**config.mk**
```make
export PLATFORM = sky130hd
export DESIGN_NAME = rx_desc_engine
export DESIGN_NICKNAME = d
export VERILOG_FILES = /design/src/rtl/rxd_pkg.sv /design/src/rtl/rxd_flag.sv /design/src/rtl/rxd_pick.sv /design/src/rtl/rxd_desc_table.sv /design/src/rtl/rx_desc_engine.sv
export SDC_FILE = /design/constraint.sdc
export NUM_CORES = 1
export LEC_CHECK = 0
export ABC_AREA = 1
export BUFFER_PORTS_ARGS = -buffer_cell sky130_fd_sc_hd__buf_2
export CORE_AREA = 2 2 214 427
export CTS_BUF_LIST = sky130_fd_sc_hd__clkbuf_16
export CTS_CLUSTER_DIAMETER = 120
export CTS_CLUSTER_SIZE = 12
export DETAILED_ROUTE_END_ITERATION = 7
export DIE_AREA = 0 0 216 429
export PLACE_DENSITY_LB_ADDON = 0.12
export SLEW_MARGIN = 20
export SYNTH_ARGS = -nofsm -noshare
export SYNTH_HDL_FRONTEND = slang
export SYNTH_SLANG_ARGS = --single-unit
```
**constraint.sdc**
```tcl
create_clock -name clk -period 6.5 [get_ports clk]
set_input_delay 1.3 -clock clk [delete_from_list [all_inputs] [get_ports clk]]
set_output_delay 1.3 -clock clk [all_outputs]
set_load 0.02 [all_outputs]
```
**src/rtl/rxd_pkg.sv**
```systemverilog
package rxd_pkg;
   typedef enum logic [1:0] {S_IDLE, S_FILL, S_DROP} rx_state_t;
   // word 0 bit positions
   localparam int W0_EMPTY = 0;
   localparam int W0_ERR   = 1;
   localparam int W0_PORT  = 8;
   localparam int W0_GOTTS = 14;
   localparam int W0_TSBAD = 15;
   // word select codes
   localparam logic [1:0] WSEL_STAT = 2'd0;
   localparam logic [1:0] WSEL_TS   = 2'd1;
   localparam logic [1:0] WSEL_BUF  = 2'd2;
endpackage

```
**src/rtl/rxd_flag.sv**
```systemverilog
module rxd_flag (
   input  logic clk,
   input  logic rst_n,
   input  logic set_i,
   input  logic clr_i,
   output logic q_o
);
   always_ff @(posedge clk) begin
      if (!rst_n)     q_o <= 1'b0;
      else if (set_i) q_o <= 1'b1;
      else if (clr_i) q_o <= 1'b0;
   end
endmodule

```
**src/rtl/rxd_pick.sv**
```systemverilog
module rxd_pick #(
   parameter int NDESC = 8,
   localparam int IDXW = $clog2(NDESC)
) (
   input  logic [NDESC-1:0] avail_i,
   input  logic [IDXW-1:0]  base_i,
   output logic             found_o,
   output logic [IDXW-1:0]  idx_o
);
   logic [2*NDESC-1:0] dbl;
   logic [NDESC-1:0]   rot;
   logic [IDXW-1:0]    ofs;

   assign dbl = {avail_i, avail_i} >> base_i;
   assign rot = dbl[NDESC-1:0];

   always_comb begin
      ofs = '0;
      for (int k = NDESC - 1; k >= 0; k--)
         if (rot[k]) ofs = IDXW'(k);
   end
   assign found_o = |avail_i;

   generate
      if ((NDESC & (NDESC - 1)) == 0) begin : g_pow2
         assign idx_o = base_i + ofs;
      end else begin : g_mod
         logic [IDXW:0] sum;
         assign sum   = {1'b0, base_i} + {1'b0, ofs};
         assign idx_o = (sum >= (IDXW+1)'(NDESC)) ? IDXW'(sum - (IDXW+1)'(NDESC)) : sum[IDXW-1:0];
      end
   endgenerate
endmodule

```
**src/rtl/rxd_desc_table.sv**
```systemverilog
module rxd_desc_table
   import rxd_pkg::*;
#(
   parameter int NDESC = 8,
   parameter int OFFW  = 16,
   parameter int LENW  = 16,
   parameter int PORTW = 6,
   parameter int TSRW  = 28,
   parameter int TSFW  = 4,
   localparam int IDXW = $clog2(NDESC)
) (
   input  logic             clk,
   input  logic             rst_n,
   input  logic             sw_we,
   input  logic [IDXW-1:0]  sw_idx,
   input  logic [1:0]       sw_word,
   input  logic [31:0]      sw_wdata,
   input  logic [IDXW-1:0]  sw_rd_idx,
   input  logic [1:0]       sw_rd_word,
   output logic [31:0]      sw_rd_data,
   input  logic [IDXW-1:0]  hw_idx,
   output logic [OFFW-1:0]  hw_off,
   output logic [LENW-1:0]  hw_size,
   output logic [NDESC-1:0] empties,
   input  logic             wb_en,
   input  logic [IDXW-1:0]  wb_idx,
   input  logic             wb_err,
   input  logic [PORTW-1:0] wb_port,
   input  logic             wb_gotts,
   input  logic             wb_tsbad,
   input  logic [TSRW-1:0]  wb_rise,
   input  logic [TSFW-1:0]  wb_fall,
   input  logic [LENW-1:0]  wb_len
);
   logic [31:0] w0 [NDESC];
   logic [31:0] w1 [NDESC];
   logic [31:0] w2 [NDESC];
   logic [31:0] wb_w0;

   always_comb begin
      wb_w0                   = '0;
      wb_w0[W0_ERR]           = wb_err;
      wb_w0[W0_PORT +: PORTW] = wb_port;
      wb_w0[W0_GOTTS]         = wb_gotts;
      wb_w0[W0_TSBAD]         = wb_tsbad;
   end

   generate
      for (genvar gi = 0; gi < NDESC; gi++) begin : g_desc
         always_ff @(posedge clk) begin
            if (!rst_n) begin
               w0[gi] <= '0;
               w1[gi] <= '0;
               w2[gi] <= '0;
            end else if (wb_en && wb_idx == IDXW'(gi)) begin
               w0[gi]           <= wb_w0;
               w1[gi]           <= {wb_fall, wb_rise};
               w2[gi][31:16]    <= 16'(wb_len);
            end else if (sw_we && sw_idx == IDXW'(gi)) begin
               case (sw_word)
                  WSEL_STAT: w0[gi] <= sw_wdata;
                  WSEL_TS:   w1[gi] <= sw_wdata;
                  WSEL_BUF:  w2[gi] <= sw_wdata;
                  default:   ;
               endcase
            end
         end
         assign empties[gi] = w0[gi][W0_EMPTY];
      end
   endgenerate

   always_comb begin
      case (sw_rd_word)
         WSEL_STAT: sw_rd_data = w0[sw_rd_idx];
         WSEL_TS:   sw_rd_data = w1[sw_rd_idx];
         WSEL_BUF:  sw_rd_data = w2[sw_rd_idx];
         default:   sw_rd_data = '0;
      endcase
   end

   assign hw_off  = w2[hw_idx][OFFW-1:0];
   assign hw_size = w2[hw_idx][16 +: LENW];
endmodule

```
**src/rtl/rx_desc_engine.sv**
```systemverilog
module rx_desc_engine
   import rxd_pkg::*;
#(
   parameter int NDESC = 8,
   parameter int DW    = 8,
   parameter int OFFW  = 16,
   parameter int LENW  = 16,
   parameter int PORTW = 6,
   parameter int TSRW  = 28,
   parameter int TSFW  = 4,
   localparam int IDXW = $clog2(NDESC)
) (
   input  logic             clk,
   input  logic             rst_n,
   input  logic             rx_enable,
   input  logic             in_valid,
   input  logic [DW-1:0]    in_data,
   input  logic             in_last,
   input  logic             in_err,
   input  logic [PORTW-1:0] in_port,
   input  logic             in_ts_valid,
   input  logic             in_ts_bad,
   input  logic [TSRW-1:0]  in_ts_rise,
   input  logic [TSFW-1:0]  in_ts_fall,
   output logic             ram_we,
   output logic [OFFW-1:0]  ram_addr,
   output logic [DW-1:0]    ram_wdata,
   input  logic             sw_we,
   input  logic [IDXW-1:0]  sw_idx,
   input  logic [1:0]       sw_word,
   input  logic [31:0]      sw_wdata,
   input  logic [IDXW-1:0]  sw_rd_idx,
   input  logic [1:0]       sw_rd_word,
   output logic [31:0]      sw_rd_data,
   input  logic             rec_clr,
   input  logic             bna_clr,
   input  logic             irq_ack,
   output logic             st_rec,
   output logic             st_bna,
   output logic             irq_rx,
   output logic [IDXW-1:0]  cur_desc
);
   // elaboration checks
   if (NDESC < 2)               begin : g_bad_ndesc $error("NDESC must be at least 2"); end
   if (OFFW > 16 || LENW > 16)  begin : g_bad_len   $error("offset and length fit 16 bits"); end
   if (OFFW < 3)                begin : g_bad_off   $error("offset needs word alignment bits"); end
   if (PORTW > 6)               begin : g_bad_port  $error("port field is 6 bits wide"); end
   if (TSRW + TSFW != 32)       begin : g_bad_ts    $error("timestamp must fill one word"); end

   rx_state_t       state_q;
   logic [IDXW-1:0] idx_q, next_q, pick_idx, act_idx;
   logic [LENW-1:0] cnt_q, cnt_now, act_size;
   logic [OFFW-1:0] act_off;
   logic [NDESC-1:0] empties;
   logic            err_q, found, first, take, nobuf, filling, room, err_now, done;

   assign first   = in_valid && (state_q == S_IDLE);
   assign take    = first && rx_enable && found;
   assign nobuf   = first && rx_enable && !found;
   assign act_idx = take ? pick_idx : idx_q;
   assign filling = take || (in_valid && state_q == S_FILL);
   assign cnt_now = take ? '0 : cnt_q;
   assign room    = cnt_now < act_size;
   assign err_now = (take ? 1'b0 : err_q) | in_err | !room;
   assign done    = filling && in_last;

   assign ram_we    = filling && room;
   assign ram_addr  = {act_off[OFFW-1:2], 2'b00} + OFFW'(cnt_now);
   assign ram_wdata = in_data;

   rxd_pick #(.NDESC(NDESC)) u_pick (
      .avail_i (empties),
      .base_i  (next_q),
      .found_o (found),
      .idx_o   (pick_idx)
   );

   rxd_desc_table #(
      .NDESC(NDESC), .OFFW(OFFW), .LENW(LENW),
      .PORTW(PORTW), .TSRW(TSRW), .TSFW(TSFW)
   ) u_tab (
      .clk        (clk),
      .rst_n      (rst_n),
      .sw_we      (sw_we),
      .sw_idx     (sw_idx),
      .sw_word    (sw_word),
      .sw_wdata   (sw_wdata),
      .sw_rd_idx  (sw_rd_idx),
      .sw_rd_word (sw_rd_word),
      .sw_rd_data (sw_rd_data),
      .hw_idx     (act_idx),
      .hw_off     (act_off),
      .hw_size    (act_size),
      .empties    (empties),
      .wb_en      (done),
      .wb_idx     (act_idx),
      .wb_err     (err_now),
      .wb_port    (in_port),
      .wb_gotts   (in_ts_valid),
      .wb_tsbad   (in_ts_bad),
      .wb_rise    (in_ts_rise),
      .wb_fall    (in_ts_fall),
      .wb_len     (cnt_now + LENW'(room))
   );

   logic [2:0] fl_set, fl_clr, fl_q;
   assign fl_set = {done, done, nobuf};
   assign fl_clr = {irq_ack, rec_clr, bna_clr};
   generate
      for (genvar gf = 0; gf < 3; gf++) begin : g_flag
         rxd_flag u_flag (.clk(clk), .rst_n(rst_n), .set_i(fl_set[gf]), .clr_i(fl_clr[gf]), .q_o(fl_q[gf]));
      end
   endgenerate
   assign st_bna = fl_q[0];
   assign st_rec = fl_q[1];
   assign irq_rx = fl_q[2];
   assign cur_desc = idx_q;

   always_ff @(posedge clk) begin
      if (!rst_n) begin
         state_q <= S_IDLE;
         idx_q   <= '0;
         next_q  <= '0;
         cnt_q   <= '0;
         err_q   <= 1'b0;
      end else begin
         if (take) begin
            idx_q  <= pick_idx;
            next_q <= pick_idx + 1'b1;
         end
         if (filling) begin
            cnt_q <= cnt_now + LENW'(room);
            err_q <= err_now;
         end
         case (state_q)
            S_IDLE: if (in_valid && !in_last) state_q <= take ? S_FILL : S_DROP;
            S_FILL, S_DROP: if (in_valid && in_last) state_q <= S_IDLE;
            default: state_q <= S_IDLE;
         endcase
      end
   end
endmodule

```
=== Word-level counts from Yosys, hierarchy flattened ===
Memories as Yosys holds them, arrays and structs flattened.
Cells that the tools add are included.

* Bits in registers: 28
* Bits in writable memories: 768
* Input bits: 100
* Logic and storage cells: 339
* Memories: 3

{| class="wikitable"
|+ Memories
! name !! words !! width !! rd ports !! clocked after Yosys merged registers in !! write ports !! RTL line !! RTL
|-
| u_tab.w0 || 8 || 32 || 9 || 0 || 8 || rxd_desc_table.sv:35 || <nowiki>logic [31:0] w0 [NDESC];</nowiki>
|-
| u_tab.w1 || 8 || 32 || 1 || 0 || 8 || rxd_desc_table.sv:36 || <nowiki>logic [31:0] w1 [NDESC];</nowiki>
|-
| u_tab.w2 || 8 || 32 || 2 || 0 || 8 || rxd_desc_table.sv:37 || <nowiki>logic [31:0] w2 [NDESC];</nowiki>
|}

* $add $sub $neg: 4
* $lt $le $gt $ge: 1
* Equal/unequal tests: 22
* Shift-type cells: 1
* Mux-type cells: 202
* Bitwise gates (word level): 58
* Reductions and logical operators: 40

{| class="wikitable"
|+ Operators with widths
! cell !! count
|-
| two-way mux 32 bit || 32
|-
| two-way mux 16 bit || 25
|-
| two-way mux 1 bit || 131
|-
| case mux 32 bit (3 select lines) || 1
|-
| OR 1 bit || 58
|-
| two-way mux 3 bit || 9
|-
| logical AND 1 bit || 25
|-
| equality test 3 bit (second input constant) || 8
|-
| adder 16 x 1 -> 16 bit || 1
|-
| adder 16 bit || 1
|-
| < comparator 16 bit || 1
|-
| >> shifter 16 x 3 -> 8 bit || 1
|-
| equality test 3 x 2 -> 1 bit (second input constant) || 4
|-
| OR reduction 8 bit || 1
|-
| equality test 2 x 1 -> 1 bit (second input constant) || 3
|-
| equality test 2 bit (second input constant) || 3
|-
| equality test 3 x 1 -> 1 bit (second input constant) || 2
|-
| logical NOT 2 bit || 3
|-
| logical NOT 3 bit || 2
|-
| two-way mux 2 bit || 3
|-
| nonzero test 2 bit || 3
|-
| case mux 2 bit (2 select lines) || 1
|-
| adder 3 x 1 -> 3 bit (second input constant) || 1
|-
| adder 3 bit || 1
|-
| 6 further kinds || 8
|}

=== Depth between registers and ports, before layout ===
An unclocked memory read counts as a cell.

* Word-level depth: 19
* Gate-level depth with buffers: 47
* Gate-level depth less buffers: 45

=== Modules after synthesis ===
A second synthesis with hierarchy kept.

* Cells, all modules: 5,108
* Area, all modules: 43,344.1 um^2

{| class="wikitable"
|+ Modules (own cells, without submodules)
! module !! times used !! cells an instance !! area each (um^2)
|-
| rxd_desc_table || 1 || 4,602 || 40,025.9
|-
| rx_desc_engine || 1 || 389 || 2,605.0
|-
| rxd_pick || 1 || 99 || 581.8
|-
| rxd_flag || 3 || 6 || 43.8
|}

=== Least setup slack after synthesis ===
Ideal clock, no wire load.

* Path kind: register -> output
* Start: register next_q[0]
* End: output ram_addr[14]
* Arrival: 5.267 ns
* Required time: 5.200 ns
* Setup slack: -0.067 ns
* Cell stages (with the launch flop): 37
* Path buffers: 2
* Cells stage by stage: dfxtp_1 > buf_4 > inv_2 > nand2_1 > nand3_1 > nand3_1 > nand2_1 > a31oi_1 > o21ai_0 > nand2_1 > a21boi_0 > ha_1 > inv_1 > fa_1 > o21ai_4 > nand3_2 > clkinv_1 > clkbuf_1 > a21oi_1 > o21ai_0 > a211oi_1 > a41oi_1 > ha_1 > inv_1 > fa_1 > nor2_1 > a211oi_1 > o21ai_0 > nand3_1 > nand2_1 > a21oi_1 > o21bai_1 > nand2_1 > inv_1 > o21ai_0 > nand2_1 > xor2_1

* Longest elaborated chain between the ends: 13

{| class="wikitable"
|+ RTL lines
! item !! RTL line !! RTL
|-
| start: declaration || rx_desc_engine.sv:51 || <nowiki>logic [IDXW-1:0] idx_q, next_q, pick_idx, act_idx;</nowiki>
|-
| start signal: assignment || rx_desc_engine.sv:129 || <nowiki>next_q <= pick_idx + 1'b1;</nowiki>
|-
| >> shifter 16 x 3 -> 8 bit || rxd_pick.sv:14 || <nowiki>assign dbl = {avail_i, avail_i} >> base_i;</nowiki>
|-
| two-way mux 3 bit (8 in a row) || rxd_pick.sv:20 || <nowiki>if (rot[k]) ofs = IDXW'(k);</nowiki>
|-
| adder 3 bit (*) || rxd_pick.sv:26 || <nowiki>assign idx_o = base_i + ofs;</nowiki>
|-
| two-way mux 3 bit (*) || - ||
|-
| memory (8 x 32 bit) (*) || - ||
|-
| adder 16 bit (*) || rx_desc_engine.sv:68 || <nowiki>assign ram_addr = {act_off[OFFW-1:2], 2'b00} + OFFW'(cnt_now);</nowiki>
|-
| end: declaration || rx_desc_engine.sv:26 || <nowiki>output logic [OFFW-1:0] ram_addr,</nowiki>
|}

Mark *: on every way between the ends. The rest lies on a longest branch, timed or not.

=== Final worst setup path ===
* Start: register next_q[0]
* End: output ram_addr[8]

The elaborated chain is that of the path after synthesis.

==> results <==
- STA classifies the critical path startpoint as a flip-flop.
- The root buffer cell chosen for the clock tree is sky130_fd_sc_hd__clkbuf_16.
- The class of the most critical hold timing path is reg2reg.
- The per-cell routed wire length is ~30 microns.
- The switching part of the total is 0.346.
- The startpoint identified for the worst hold timing path is g_flag[1].u_flag.q_o.
- The H-tree depth is 3.
- The launching instance or port of the critical path is next_q[0].
- The share of total power dissipated in combinational logic is 0.328.
- The hold violation total from the final report is 0.
- The run finished, with violations left.
- Of the total power, the clock network draws 0.269.
- The HPWL after detailed placement is approximately 95 mm.
- The first-pass GRT wire length is 229 mm.
- The number of antenna violations at the first check in global routing came to 4.
- For the worst-skew pair, the clock arrives at the later sink with an insertion delay of just under 0.7 ns.
- The placed instance area is 42700 sq um.
- The layout cell share with drive strength beyond 1 is 0.170.
- The post-synthesis compound-gate area fraction is 0.201.
- The transition time at the pin with the least slew margin is ~1.2 ns.
- The number of nets with antenna violations after detailed routing is 0.
- Across every metal layer, demand over resource in global routing totals 0.340.
- The initial standard-cell utilization of the core is 0.449.
- The post-synthesis register bit count is slightly below 800.
- The standard cell with the maximum stage delay on the critical path is sky130_fd_sc_hd__fa_2.
- For this design, the sink count on the clock tree is just under 800.
- The peak ir drop on the vdd network is 344 uV.
- For this run, design rule violations remaining after detail routing come to 0.
- For this run, asynchronously set or reset flops after synthesis account for 0.
- Global routing finished with a remaining overflow of 0.
- The final-stage net count is ~4200.
- The worst setup margin is -0.509 ns.
- Counting the buffers created by CTS gives between 70 and 80.
- The filler cell count in the final layout is around 8200.
- Of all nets on the critical path, the largest fanout is 10.
- The dominant cell type by count on the critical path is sky130_fd_sc_hd__buf_4.
- The average via count per standard cell is approximately 6.6.
- The critical path capture point is ram_addr[8].
- The average instance in the mapped netlist occupies between 9 and 10 sq um.
- The setup path with the least slack is of type reg2out.
- The routed design has around 160 mm of wire.
- The delay of the slowest cell on the worst path is between 0.4 and 0.5 ns.
- Yosys mapped the design onto 54 distinct sky130hd cell types.
- The max-slew violation total from the final report is 0.
- The first TritonRoute pass finished after 8 iterations.
- Headroom to the max-slew limit came out at 0.180.
- The horizontal die dimension is around 220 microns.
- Of the total synthesized cell area, the portion taken by XOR and XNOR cells is 0.00544.
- Of the total synthesized cell area, the portion taken by AND, OR, NAND and NOR gates is 0.126.
- The worst setup path is captured at an output pin.
- In the layout the commonest cells are 768 x sky130_fd_sc_hd__edfxtp_1, 680 x sky130_fd_sc_hd__nor2_1, 500 x sky130_fd_sc_hd__o22ai_1, 424 x sky130_fd_sc_hd__o21ai_0, 265 x sky130_fd_sc_hd__inv_1.
- In the synthesized netlist the dominant register cell turns out to be sky130_fd_sc_hd__edfxtp_1.
- The fraction of the cycle the final worst path needs is 1.08.
- The worst register-to-register path has a setup slack of approximately 0.01 ns.
- Entering global routing, the biggest net connects around 180 pins.
- The internal power contribution is about 0.01 W.
- The floorplan step set the die height to ~430 microns.
- The net count of the mapped netlist is approximately 4200.
- The routability-driven placement congestion ratio is 0.910.
- For this run, the number of Yosys warnings is 0.
- The depth of the worst hold-timing path is 2.
- TritonCTS built the clock tree.
- The total power divided by cell area is approximately 330 nW/um^2.
- Of the total synthesized cell area, the portion taken by full adders, half adders and majority gates is 0.0116.
- The multiplexer fraction of the synthesized cell area is 0.
- For this design the total switching power over the nets is between 0.005 and 0.006 W.
- The analysis attributes to cell leakage a power of about 17 nW.
- In this run, the number of DRC markers left after iteration 0 of detailed routing was 4334.
- The reg-to-reg critical path endpoint is u_tab.w2[1][31].
- The count of endpoints failing setup in the final report is 9.
- At the worst endpoint, the required time is about 5.2 ns.
- In this run the critical register-to-register path is launched from next_q[0].
- Adding up every negative setup slack in the final design gives -2.60 ns.
- The count of flip-flops with a built-in enable after synthesis is around 770.
- The number of buffers on the longest clock path is 3.
- The share of the Yosys chip area taken by registers is 0.590.
- In this run the cell area of the synthesized design comes to ~40000 sq um.
- The clock slew at the register clock pins of the worst setup and hold paths is 0.07 ns.
- The routed design could run at a clock period as short as ~7 ns.
- The worst setup skew after layout is around 0.027 ns.
- The floorplan has ~160 rows.
- Overall power consumption after layout is estimated at around 0.015 W.
- The total via count in the routed design is 34900.
- Relative to the synthesized area, the layout overhead comes to 14.6%.
- The number of hold buffers added after CTS was 0.
- The number of maximum-capacitance violations is 0.
- In this run the tool buffered the top-level ports with approximately 150 buffer cells.
- The die covers ~93000 sq um.
- The peak clock frequency supported by timing is about 0.14 GHz.
- Leaving out fill and tap cells, the most frequent cell in the layout is sky130_fd_sc_hd__edfxtp_1.
- Setup repair after global routing could not meet its margin everywhere.
- The dominant combinational cell family by area after synthesis is compound AO/OA/AOI/OAI gates.
- The critical path data arrival time is 5.71 ns.
- The post-layout instance area is between 40000 and 50000 sq um.
- For this design the top-level I/O count stands at around 160.
- The number of global-route vias before repair was 34000.
- After floorplanning, the core was sized to cover a little under 90000 sq um.
- The worst hold slack after final layout is around 0.46 ns.
- The number of cells produced by synthesis is 4017.
- The count of cells along the worst register-to-register path is 40.
- The share of total power dissipated in sequential elements is 0.403.
- The final reports fail on negative setup slack.
worst min-delay path by stage:
stage / end / slack (ns)
final: g_flag[1].u_flag.q_o / 0.46
after global routing: g_flag[1].u_flag.q_o / 0.50
after CTS: g_flag[1].u_flag.q_o / 0.47
after detailed placement: g_flag[1].u_flag.q_o / 0.46
after global placement: g_flag[1].u_flag.q_o / 0.45
after floorplan: state_q[1] / 0.44
through the flow:
step            util  instances  setup slack (ns)
2_1_floorplan      -       4017            0.0117
3_3_place_gp   0.478       5168            -0.101
3_5_place_dp   0.478       5168            -0.140
4_1_cts        0.506       5292            -0.361
5_1_grt        0.514       5309            -0.809
6_report       0.514       5310            -0.509
state kept, by name, indices dropped and copies added (netlist names):
register,flops
u_tab.w0,256
u_tab.w1,256
cnt_q,16
cur_desc,3
state_q,2
u_tab.w2,256
next_q,3
g_flag.u_flag.q_o,3
err_q,1
layer usage:
metal	GRT usage	part of all wire	vias to the layer above
li1	-	-	14900
met2	0.586	0.49	2139
met3	0.0624	0.090	599
met1	0.388	0.35	17200
met4	0.211	0.072	2
met5	0	0.000074	-
logic make-up after synthesis:
kind of cell / count (synthesis)
flip-flops: 796
adder cells (fa/ha/maj): 36
AO/OA/AOI/OAI: 1319
buffers and inverters: 654
AND/OR/NAND/NOR: 1188
XOR/XNOR: 24
power groups by stage:
stage | registers, W | clock network [W] | logic, W
3_3_place_gp | 0.00623 | 0 | 0.00440
2_1_floorplan | 0.00621 | 0 | 0.00251
6_report | 0.00614 | 0.00410 | 0.00499
4_1_cts | 0.00613 | 0.00411 | 0.00468
5_1_grt | 0.00617 | 0.00427 | 0.00532
3_5_place_dp | 0.00624 | 0 | 0.00442
area by class of cell:
cell class,count,area (sq um),share of cell area
sequential,796,23600,0.515
multi-input combinational,2568,14600,0.319
timing repair buffer,384,2970,0.0647
clock buffer,78,1950,0.0426
tap,1177,1470,0.0321
inverter,273,1080,0.0236
clock inverter,29,126,0.00276
timing repair inverter,3,22.5,0.000491
antenna,2,5.00,0.000109
synth_stat cells (9+ instances only):
library cell | instances | share of area
sky130_fd_sc_hd__edfxtp_1 | 768 | 0.58
sky130_fd_sc_hd__buf_2 | 116 | 0.015
sky130_fd_sc_hd__inv_2 | 21 | 0.0020
sky130_fd_sc_hd__nand2_1 | 252 | 0.024
sky130_fd_sc_hd__a221o_1 | 14 | 0.0035
sky130_fd_sc_hd__nor2_1 | 689 | 0.065
sky130_fd_sc_hd__o21ai_1 | 9 | 0.0011
sky130_fd_sc_hd__ha_1 | 34 | 0.011
sky130_fd_sc_hd__xor2_1 | 21 | 0.0046
sky130_fd_sc_hd__a21oi_1 | 123 | 0.015
sky130_fd_sc_hd__o21ai_0 | 435 | 0.054
sky130_fd_sc_hd__nand3_1 | 178 | 0.022
sky130_fd_sc_hd__dfxtp_1 | 28 | 0.014
sky130_fd_sc_hd__o22ai_1 | 514 | 0.080
sky130_fd_sc_hd__buf_1 | 12 | 0.0011
sky130_fd_sc_hd__o211ai_1 | 63 | 0.012
sky130_fd_sc_hd__clkbuf_1 | 243 | 0.023
sky130_fd_sc_hd__buf_4 | 10 | 0.0019
sky130_fd_sc_hd__o2111ai_1 | 9 | 0.0020
sky130_fd_sc_hd__inv_1 | 244 | 0.023
sky130_fd_sc_hd__nor2_2 | 19 | 0.0030
sky130_fd_sc_hd__o221ai_1 | 112 | 0.025
critical path: cells and delay by family, from the launching register on:
| family | cells | cell delay (ns) |
|---|---|---|
| buffers and inverters | 13 | 1.67 |
| AOI/OAI and AO/OA | 8 | 1.38 |
| adders and majority gates | 3 | 1.00 |
| and+or+nand+nor | 6 | 0.47 |
| DFF | 1 | 0.40 |
| xor gates and xnor gates | 1 | 0.13 |
what timing repair did:
action,in CTS,in global routing
gates cloned,0,4
setup buffers,17,12
pin swaps,22,29
gates resized for setup,90,115
setup endpoints to repair,58,72
Note: power is estimated with default switching activity, not from simulation.
